$ cat config.mk
export PLATFORM = sky130hd
export DESIGN_NAME = ind_path_hist
export DESIGN_NICKNAME = d
export VERILOG_FILES = /design/src/rtl/ind_path_pkg.sv /design/src/rtl/ind_path_scan.sv /design/src/rtl/ind_path_pc_ram.sv /design/src/rtl/ind_path_sel.sv /design/src/rtl/ind_path_hist.sv
export SDC_FILE = /design/constraint.sdc
export NUM_CORES = 2
export LEC_CHECK = 0
export ABC_AREA = 0
export BUFFER_PORTS_ARGS = -buffer_cell sky130_fd_sc_hd__buf_2
export CAP_MARGIN = 20
export CORE_MARGIN = 4
export CORE_UTILIZATION = 25
export DETAILED_ROUTE_END_ITERATION = 6
export PLACE_DENSITY_LB_ADDON = 0.12
export SKIP_LAST_GASP = 1
export SYNTH_ARGS = -nofsm -noshare
export SYNTH_HDL_FRONTEND = slang
export SYNTH_SLANG_ARGS = --single-unit
$ cat constraint.sdc
create_clock -name clk -period 12.7 [get_ports clk]
set_input_delay 2.54 -clock clk [delete_from_list [all_inputs] [get_ports clk]]
set_output_delay 2.54 -clock clk [all_outputs]
set_load 0.03 [all_outputs]
$ cat src/rtl/ind_path_pkg.sv
package ind_path_pkg;

  typedef enum logic [2:0] {
    OP_IDLE,
    OP_SQUASH,
    OP_COMMIT,
    OP_RECORD,
    OP_REPAIR
  } hist_op_e;

  // Fixed priority: squash, commit, record, repair.
  function automatic hist_op_e pick_op(input logic sq, input logic cm,
                                       input logic rc, input logic fx);
    if (sq)      return OP_SQUASH;
    else if (cm) return OP_COMMIT;
    else if (rc) return OP_RECORD;
    else if (fx) return OP_REPAIR;
    else         return OP_IDLE;
  endfunction

endpackage

$ cat src/rtl/ind_path_scan.sv
// Counts how many held entries survive a squash (tag not later than lim).
module ind_path_scan #(
  parameter int DEPTH = 16,
  parameter int SEQ_W = 16,
  parameter int PTR_W = 4,
  parameter int CNT_W = 5
) (
  input  logic [DEPTH-1:0][SEQ_W-1:0] seq_tab,
  input  logic [PTR_W-1:0]            head,
  input  logic [CNT_W-1:0]            cnt,
  input  logic [SEQ_W-1:0]            lim,
  output logic [CNT_W-1:0]            keep
);

  logic [DEPTH-1:0] hit;

  for (genvar i = 0; i < DEPTH; i++) begin : g_slot
    logic [PTR_W-1:0] phys;
    logic [SEQ_W-1:0] diff;
    assign phys   = head + PTR_W'(i);
    assign diff   = seq_tab[phys] - lim;
    assign hit[i] = (CNT_W'(i) < cnt) && (diff[SEQ_W-1] || (diff == '0));
  end

  always_comb begin
    keep = '0;
    for (int i = 0; i < DEPTH; i++) begin
      keep = keep + {{(CNT_W-1){1'b0}}, hit[i]};
    end
  end

endmodule

$ cat src/rtl/ind_path_pc_ram.sv
// Simple dual-port memory with synchronous read, shaped for block RAM.
module ind_path_pc_ram #(
  parameter int DEPTH = 16,
  parameter int PC_W  = 32,
  parameter int PTR_W = 4
) (
  input  logic             clk,
  input  logic             we,
  input  logic [PTR_W-1:0] waddr,
  input  logic [PC_W-1:0]  wdata,
  input  logic [PTR_W-1:0] raddr,
  output logic [PC_W-1:0]  rdata
);

  logic [PC_W-1:0] mem [DEPTH];

  always_ff @(posedge clk) begin
    if (we) mem[waddr] <= wdata;
    rdata <= mem[raddr];
  end

endmodule

$ cat src/rtl/ind_path_sel.sv
// Registered selection of the newest targets, newest first.
module ind_path_sel #(
  parameter int DEPTH    = 16,
  parameter int PC_W     = 32,
  parameter int PATH_LEN = 3,
  parameter int PTR_W    = 4,
  parameter int CNT_W    = 5
) (
  input  logic                       clk,
  input  logic                       rst,
  input  logic [DEPTH-1:0][PC_W-1:0] tgt_tab,
  input  logic [PTR_W-1:0]           head,
  input  logic [CNT_W-1:0]           cnt,
  input  logic                       skip,
  output logic [PATH_LEN*PC_W-1:0]   path_tgt,
  output logic [PATH_LEN-1:0]        path_vld
);

  for (genvar p = 0; p < PATH_LEN; p++) begin : g_path
    logic             have;
    logic [PTR_W-1:0] phys;
    always_comb begin
      have = int'(cnt) > (p + int'(skip));
      phys = PTR_W'(int'(head) + int'(cnt) - 1 - p - int'(skip));
    end
    always_ff @(posedge clk) begin
      if (rst) begin
        path_vld[p]             <= 1'b0;
        path_tgt[p*PC_W +: PC_W] <= '0;
      end else begin
        path_vld[p]             <= have;
        path_tgt[p*PC_W +: PC_W] <= have ? tgt_tab[phys] : '0;
      end
    end
  end

endmodule

$ cat src/rtl/ind_path_hist.sv
module ind_path_hist
  import ind_path_pkg::*;
#(
  parameter int PC_W     = 32,
  parameter int SEQ_W    = 16,
  parameter int DEPTH    = 16,
  parameter int PATH_LEN = 3
) (
  input  logic                     clk,
  input  logic                     rst,
  input  logic                     rec_valid,
  input  logic [PC_W-1:0]          rec_pc,
  input  logic [PC_W-1:0]          rec_tgt,
  input  logic [SEQ_W-1:0]         rec_seq,
  input  logic                     cmt_valid,
  input  logic [SEQ_W-1:0]         cmt_seq,
  input  logic                     sq_valid,
  input  logic [SEQ_W-1:0]         sq_seq,
  input  logic                     fix_valid,
  input  logic [PC_W-1:0]          fix_tgt,
  input  logic                     skip_newest,
  output logic [PATH_LEN*PC_W-1:0] path_tgt,
  output logic [PATH_LEN-1:0]      path_vld,
  output logic [PC_W-1:0]          young_pc,
  output logic                     young_vld,
  output logic                     full,
  output logic                     overflow
);

  localparam int PTR_W = $clog2(DEPTH);
  localparam int CNT_W = $clog2(DEPTH + 1);
  localparam int HP_W  = $clog2(PATH_LEN + 1);

  logic [PTR_W-1:0]            head_q;
  logic [CNT_W-1:0]            cnt_q;
  logic [HP_W-1:0]             hptr_q;
  logic                        ovf_q;
  logic                        full_q;
  logic                        yvld_q;
  logic [DEPTH-1:0][SEQ_W-1:0] seq_tab;
  logic [DEPTH-1:0][PC_W-1:0]  tgt_tab;

  hist_op_e         op;
  logic [CNT_W-1:0] keep;
  logic             at_cap;
  logic [PTR_W-1:0] tail_idx;
  logic [PTR_W-1:0] new_idx;
  logic [PTR_W-1:0] cmt_idx;
  logic [SEQ_W-1:0] cmt_diff;
  logic             cmt_hit;
  logic             wr_rec;

  always_comb begin
    op       = pick_op(sq_valid, cmt_valid, rec_valid, fix_valid);
    at_cap   = (cnt_q == CNT_W'(DEPTH));
    tail_idx = head_q + PTR_W'(cnt_q);
    new_idx  = tail_idx - PTR_W'(1);
    cmt_idx  = head_q + PTR_W'(hptr_q);
    cmt_diff = seq_tab[cmt_idx] - cmt_seq;
    cmt_hit  = (cnt_q != '0) && (CNT_W'(hptr_q) < cnt_q)
               && (cmt_diff[SEQ_W-1] || (cmt_diff == '0));
    wr_rec   = (op == OP_RECORD) && !at_cap;
  end

  ind_path_scan #(
    .DEPTH(DEPTH), .SEQ_W(SEQ_W), .PTR_W(PTR_W), .CNT_W(CNT_W)
  ) u_scan (
    .seq_tab(seq_tab), .head(head_q), .cnt(cnt_q), .lim(sq_seq), .keep(keep)
  );

  // Control state.
  always_ff @(posedge clk) begin
    if (rst) begin
      head_q <= '0;
      cnt_q  <= '0;
      hptr_q <= '0;
      ovf_q  <= 1'b0;
    end else begin
      unique case (op)
        OP_SQUASH: begin
          cnt_q <= keep;
          if (CNT_W'(hptr_q) > keep) hptr_q <= HP_W'(keep);
        end
        OP_COMMIT: begin
          if (cmt_hit) begin
            if (hptr_q >= HP_W'(PATH_LEN)) begin
              head_q <= head_q + PTR_W'(1);
              cnt_q  <= cnt_q - CNT_W'(1);
            end else begin
              hptr_q <= hptr_q + HP_W'(1);
            end
          end
        end
        OP_RECORD: begin
          if (at_cap) ovf_q <= 1'b1;
          else        cnt_q <= cnt_q + CNT_W'(1);
        end
        default: ;
      endcase
    end
  end

  // Entry tables (no reset; guarded by occupancy).
  always_ff @(posedge clk) begin
    if (wr_rec) begin
      seq_tab[tail_idx] <= rec_seq;
      tgt_tab[tail_idx] <= rec_tgt;
    end else if (op == OP_REPAIR && cnt_q != '0) begin
      tgt_tab[new_idx] <= fix_tgt;
    end
  end

  ind_path_pc_ram #(
    .DEPTH(DEPTH), .PC_W(PC_W), .PTR_W(PTR_W)
  ) u_pc_ram (
    .clk(clk), .we(wr_rec), .waddr(tail_idx), .wdata(rec_pc),
    .raddr(new_idx), .rdata(young_pc)
  );

  ind_path_sel #(
    .DEPTH(DEPTH), .PC_W(PC_W), .PATH_LEN(PATH_LEN), .PTR_W(PTR_W), .CNT_W(CNT_W)
  ) u_sel (
    .clk(clk), .rst(rst), .tgt_tab(tgt_tab), .head(head_q), .cnt(cnt_q),
    .skip(skip_newest), .path_tgt(path_tgt), .path_vld(path_vld)
  );

  always_ff @(posedge clk) begin
    if (rst) begin
      full_q <= 1'b0;
      yvld_q <= 1'b0;
    end else begin
      full_q <= at_cap;
      yvld_q <= (cnt_q != '0);
    end
  end

  assign full      = full_q;
  assign young_vld = yvld_q;
  assign overflow  = ovf_q;

endmodule

---- Word level (Yosys, flattened, before mapping) ----
Memories as Yosys holds them, arrays and structs flattened. A register that Yosys moved wholly into a read port is not among the register bits.
Index checks and enable logic that the tools add are counted.
storage, ports and cells
  word-level logic and storage cells ...... 299
  flip-flop bits (word level) ............. 881
  ROM bits ................................ 0
  latch bits .............................. 0
  output and inout port bits .............. 134
  RAM bits ................................ 512
  memories kept ........................... 1
  bits of input ports ..................... 151
memories
  name          words  width  read ports  clocked after memory_dff  write ports  line                   text
  u_pc_ram.mem  16     32     1           1                         1            ind_path_pc_ram.sv:15  logic [PC_W-1:0] mem [DEPTH];
operators by class
  shift-type cells ........................ 0
  add/subtract/negate cells ............... 62
  bitwise gates (word level) .............. 3
  reductions and logical operators ........ 68
  equal/unequal tests ..................... 10
  $mul .................................... 0
  muxes and demuxes ....................... 65
  divide/modulo/power cells ............... 0
  order comparisons ....................... 46
operators by type and width
  operator             count
  $bmux 16 s4          17
  $bwmux 512           2
  $mux 512             2
  $bmux 32 s4          3
  $mux 16              18
  $logic_not 16->1     17
  $sub 16x16->16       17
  $bwmux 256           1
  $demux 32 s4         2
  $mux 32              5
  $lt 4x5->1 const B   22
  $add 5x1->5          14
  $demux 16 s4         1
  $lt 4x5->1 const A   8
  $add 4x4->4 const B  8
  $logic_and 1x1->1    22
  $lt 3x5->1 const A   4
  $logic_or 1x1->1     17
  $add 4x3->4 const B  4
  $mux 5               3
  $pmux 5 s3           1
  $mux 3               4
  $sub 4x2->4          3
  $lt 1x5->1 const A   2
  38 further kinds     57

---- Logic depth before layout (Yosys ltp) ----
  depth in word-level cells ............... 25
  gate-level depth with buffers ........... 43
  depth with buffers taken out ............ 36

---- Modules after synthesis ----
From an unflattened synthesis, not the netlist that was laid out.
second synthesis, totals
  cells, all modules ...................... 6928
  area, all modules ....................... 93189.4 µm²
modules (own cells, without submodules)
  module           sequential area each (µm²)  area an instance (µm²)  cells each  times used
  ind_path_hist    23342.4                     33024.2                 2457        1
  ind_path_scan    0.0                         25350.6                 2563        1
  ind_path_pc_ram  16015.4                     19836.5                 838         1
  ind_path_sel     1981.9                      14978.1                 1070        1

---- Worst setup path after synthesis ----
Ideal clock, no wire load.
  path type ............................... reg2reg
  from .................................... register head_q[0]
  to ...................................... register hptr_q[0]
  library setup time ...................... 0.092 ns
  buffers on the path ..................... 9
  data arrival time ....................... 10.508 ns
  setup slack ............................. 2.100 ns
  cell stages (with the launch flop) ...... 41
  period minus slack after synthesis ...... 10.600 ns
  cells stage by stage .................... dfxtp_1 buf_2 buf_2 buf_2 buf_2 clkbuf_1 buf_2 inv_1 ha_1 buf_2 buf_2 buf_1 mux4_2 mux4_2 ha_1 nor2b_1 o211ai_1 a21boi_0 (+5 left out) ha_1 inv_1 fa_1 inv_1 fa_1 fa_1 inv_1 fa_1 fa_1 inv_1 fa_1 inv_1 ha_1 nor2b_1 o2111ai_1 o22ai_1 a31o_2 nor4_1
RTL lines
  element                          line                 text
  from (decl)                      ind_path_hist.sv:34  logic [PTR_W-1:0] head_q;
  from (signal assigned)           ind_path_hist.sv:87  head_q <= head_q + PTR_W'(1);
  $add 4x4->4 *                    ind_path_scan.sv:20  assign phys = head + PTR_W'(i);
  net u_scan.g_slot[11].phys[0]    ind_path_scan.sv:18  logic [PTR_W-1:0] phys;
  $bmux 16 s4 *                    ind_path_scan.sv:21  assign diff = seq_tab[phys] - lim;
  $mux 16 (implied by the code) *  ind_path_scan.sv:21
  $sub 16x16->16 *                 ind_path_scan.sv:21
  $logic_not 16->1                 ind_path_scan.sv:22  assign hit[i] = (CNT_W'(i) < cnt) && (diff[SEQ_W-1] || (diff == '0));
  $logic_or 1x1->1 *               ind_path_scan.sv:22
  $logic_and 1x1->1 *              ind_path_scan.sv:22
  $add 5x1->5 * (5 in a row)       ind_path_scan.sv:28  keep = keep + {{(CNT_W-1){1'b0}}, hit[i]};
  $gt 2x5->1                       ind_path_hist.sv:82  if (CNT_W'(hptr_q) > keep) hptr_q <= HP_W'(keep);
  $ne 2x2->1 (no line)             --
  $reduce_and 4->1 (no line)       --
  to (signal assigned)             ind_path_hist.sv:82
  to (signal assigned)             ind_path_hist.sv:90  hptr_q <= hptr_q + HP_W'(1);
  to (decl)                        ind_path_hist.sv:36  logic [HP_W-1:0] hptr_q;
Mark *: on every way through the listed nets, which the timed path passes. The rest lies on a longest branch. The select of a mux whose other input is x is not followed.
A chain may end at the register's enable or synchronous reset.

---- Worst setup path after layout ----
Ends and elaborated chain as after synthesis.

==> impl_results.md <==
- Status: completed
- GRT Total Usage: 0.2096
- Ys flop type: edfxtp_1
- Slew @ Worst Pin: 1.169 ns
- Number of CTS-inserted buffers: 173
- Crit-path leading delay family: adder cells
- Crit path depth: 32
- Seq cells post-synth: 1425
- Buffers & Inverters on Critical Path: 7
- Fraction of layout cells with a size suffix above 1: 0.3212
- Drt total wl: 404.3 mm
- DR DRC count: 0
- Pin count of the biggest net entering global routing: 158
- Post-Syn Area: a little over 90000 µm²
- Synth Warn #: 0
- Row count: ~220
- Synth cell types: 79
- Setup Fix Bufs, Post-CTS: 0
- Top Usage Layer GRT: met2
- H-Tree Depth: 4
- Peak VDD IR: 0.4706 mV
- Fin cells: 11120
- Via count: about 64000
- Syn_area_per_cell: 15.06 µm²
- Post-route ant nets: 0
- Met2 usage: 0.3381
- Place WS: 1.773 ns
- Met3 GRT Util: 0.02856
- Fin nets: ~6600
- FMAX: 93.60 MHz
- Clock-pin slew on the worst setup and hold paths: 0.06 ns
- Period utilisation layout: 0.8412
- DR vias/cell: 5.760
- Data arrival, critical path: 11.42 ns
- CTS tree: done
- HP Class: flip-flop to flip-flop
- Initial antenna violation count: 91
- Max Root-Sink Buffers: 4
- P&R area growth vs syn: 14.54%
- PnR worst setup slack: around 2.0 ns
- Worst skew pair latency: between 0.8 and 0.9 ns
- GR Util met1: 0.2921
- Initial DRC count: 6575
- Worst setup EP type: flip-flop
- Static leakage: 34.18 nW
- CP max stage cell: dfxtp_4
- Worst Path Required: approximately 13 ns
- Core ar.: ~360000 µm²
- Worst Hold Path Cells: 2
- Chip width: 611.9 µm
- Minimum clock period: 10.68 ns
- Syn nets: 6533
- Async S/R FF share, synth: 0
- Setup Skew: 0.09279 ns
- Vias in the first global route: around 63000
- Slowest stage delay, CP: 0.89 ns
- Slew HR: 0.2187
- Pwr dens: just under 200 nW/µm²
- Root Buffer: clkbuf_16
- Final setup fails: 0
- GR Overflow Total: 0
- First-pass iteration count of the detailed router: 5
- Die Footprint: 374400 µm²
- PortBufs: 284
- Max-slew violation count: 0
- Final Hold Fails: 0
- RSZ-0062 raised after global routing: no
- Wire per inst: 36.36 µm
- Reg2Reg Depth: 32
- Post-placement cell count: 10770
- Number of synthesized flops with an enable pin: 1280
- Clock Sinks: 1425
- Crit path max fanout: 40
- Setup CP Type: flip-flop to flip-flop
- First-pass GRT wire length: 547.4 mm
- Worst setup SP type: flip-flop
- Seq/Total Area, Yosys: 0.4534
- Initial Util: 0.2513
- Final GP Congestion: about 0.95
- Max_cap viols: 0
- IO Pins: 285
- CTS Hold Bufs: 0
- Detailed Place HPWL: roughly 260 mm
- Die Span Y: between 600 and 700 µm
- Synth Instances: 6053
- Setup_tns: 0 ns
- Post-CTS Resized: 0
## synth_stat cells, types with 19 or more instances
master | number | area [µm²]
clkbuf_1 | 371 | 1393
o211ai_1 | 20 | 150.1
nor2_1 | 238 | 893.4
o21ai_0 | 150 | 750.7
a21oi_1 | 199 | 996.0
nor3b_1 | 25 | 187.7
edfxtp_1 | 1280 | 38440
mux2i_1 | 81 | 810.8
buf_2 | 53 | 265.3
a21boi_0 | 27 | 202.7
buf_1 | 112 | 420.4
xor2_1 | 51 | 446.7
a22o_1 | 519 | 4546
nand2b_1 | 56 | 350.3
o21a_1 | 39 | 292.8
xnor2_1 | 89 | 779.5
nor2b_1 | 75 | 469.2
a211oi_1 | 86 | 645.6
nor4_1 | 19 | 118.9
nand4_1 | 22 | 137.6
nor3_1 | 73 | 365.4
nand3_1 | 49 | 245.2
ha_1 | 299 | 3741
and2_1 | 84 | 525.5
fa_1 | 30 | 600.6
a21o_1 | 44 | 330.3
inv_1 | 176 | 660.6
nand2_1 | 158 | 593.1
dfxtp_1 | 145 | 2903
mux4_2 | 1176 | 26490
a31oi_1 | 34 | 212.7
## cell families after synthesis
kind of cell	synth area share
AND/OR/NAND/NOR	0.04921
flip-flops	0.4534
buffers and inverters	0.03049
adder cells (fa/ha/maj)	0.04762
AO/OA/AOI/OAI	0.1049
XOR/XNOR	0.01380
multiplexers	0.3006
## registers in the layout (all words and copies together), names as in the netlist, 3 cells and up
| name | cells |
|---|---|
| tgt_tab | 512 |
| u_pc_ram.mem | 512 |
| seq_tab | 256 |
| u_sel.path_tgt | 96 |
| u_pc_ram.rdata | 32 |
| cnt_q | 5 |
| head_q | 4 |
| u_sel.path_vld | 3 |
## worst reg2reg max path, delay by kind of cell (launching register included)
| kind | cells | cell delay [ns] |
|---|---|---|
| fa+ha+maj | 10 | 4.29 |
| simple gates | 4 | 0.73 |
| flops | 1 | 0.89 |
| mux | 2 | 1.16 |
| xor+xnor | 1 | 0.20 |
| buf+inv | 7 | 1.31 |
| compound gates | 8 | 2.01 |
## worst paths after layout
kind / startpoint / endpoint / slack, ns
min reg2reg: overflow$_SDFFE_PP0P_ / overflow$_SDFFE_PP0P_ / 0.61
min: overflow$_SDFFE_PP0P_ / overflow$_SDFFE_PP0P_ / 0.61
max: head_q[0]$_SDFFE_PP0P_ / hptr_q[0]$_SDFFE_PP0P_ / 2.02
max reg2reg: head_q[0]$_SDFFE_PP0P_ / hptr_q[0]$_SDFFE_PP0P_ / 2.02
## cell usage in the layout, fill, tap and decap left out, types with 49 or more instances in the layout
master     instances
xnor2_1           78
nand2b_1          56
nand3_1           49
inv_1            174
a211oi_1          86
nand2_1          158
edfxtp_1        1280
buf_2            284
nor2_1           206
mux2i_1           81
dfxtp_1          141
a21oi_1          198
a22o_1           519
o21ai_0          149
buf_4            164
ha_1             290
clkbuf_16        179
nor3_1            72
nor2b_1           75
and2_1            68
mux4_2          1176
## routing by layer
layer  share of wire  wire length, µm  vias up
li1                -                -    25660
met1            0.44           176000    35040
met2            0.47           189700     2745
met3           0.061            24520      564
met4           0.034            13800       28
met5         0.00048              193        -
## final cells by class
cell class | count | area (µm²)
repair buffers | 463 | 2952
clock buffers | 246 | 5001
diodes | 29 | 72.57
inverters | 179 | 673.1
multi-input cells | 3909 | 47660
clock inverters | 73 | 719.4
flip-flops and latches | 1425 | 41350
fillers | 36310 | 258400
well taps | 4794 | 5998
## metrics by stage
| step | power, mW | hold WS (ns) | area [µm²] | utilization |
|---|---|---|---|---|
| 2_1_floorplan | 12.47 | 0.5270 | 91180 | - |
| 3_3_place_gp | 15.78 | 0.6473 | 98530 | 0.2716 |
| 3_5_place_dp | 15.73 | 0.6230 | 98550 | 0.2717 |
| 4_1_cts | 20.87 | 0.6351 | 104300 | 0.2874 |
| 5_1_grt | 21.53 | 0.6687 | 104400 | 0.2878 |
| 6_report | 20.60 | 0.6145 | 104400 | 0.2879 |
## power by group
part | switching [mW] | leakage, nW | internal (mW)
clock | 2.08 | 2.81 | 2.99
sequential | 0.146 | 12.8 | 5.42
combinational | 5.53 | 18.6 | 4.43
total | 7.76 | 34.2 | 12.8
Power figures use the tool's default switching activity.
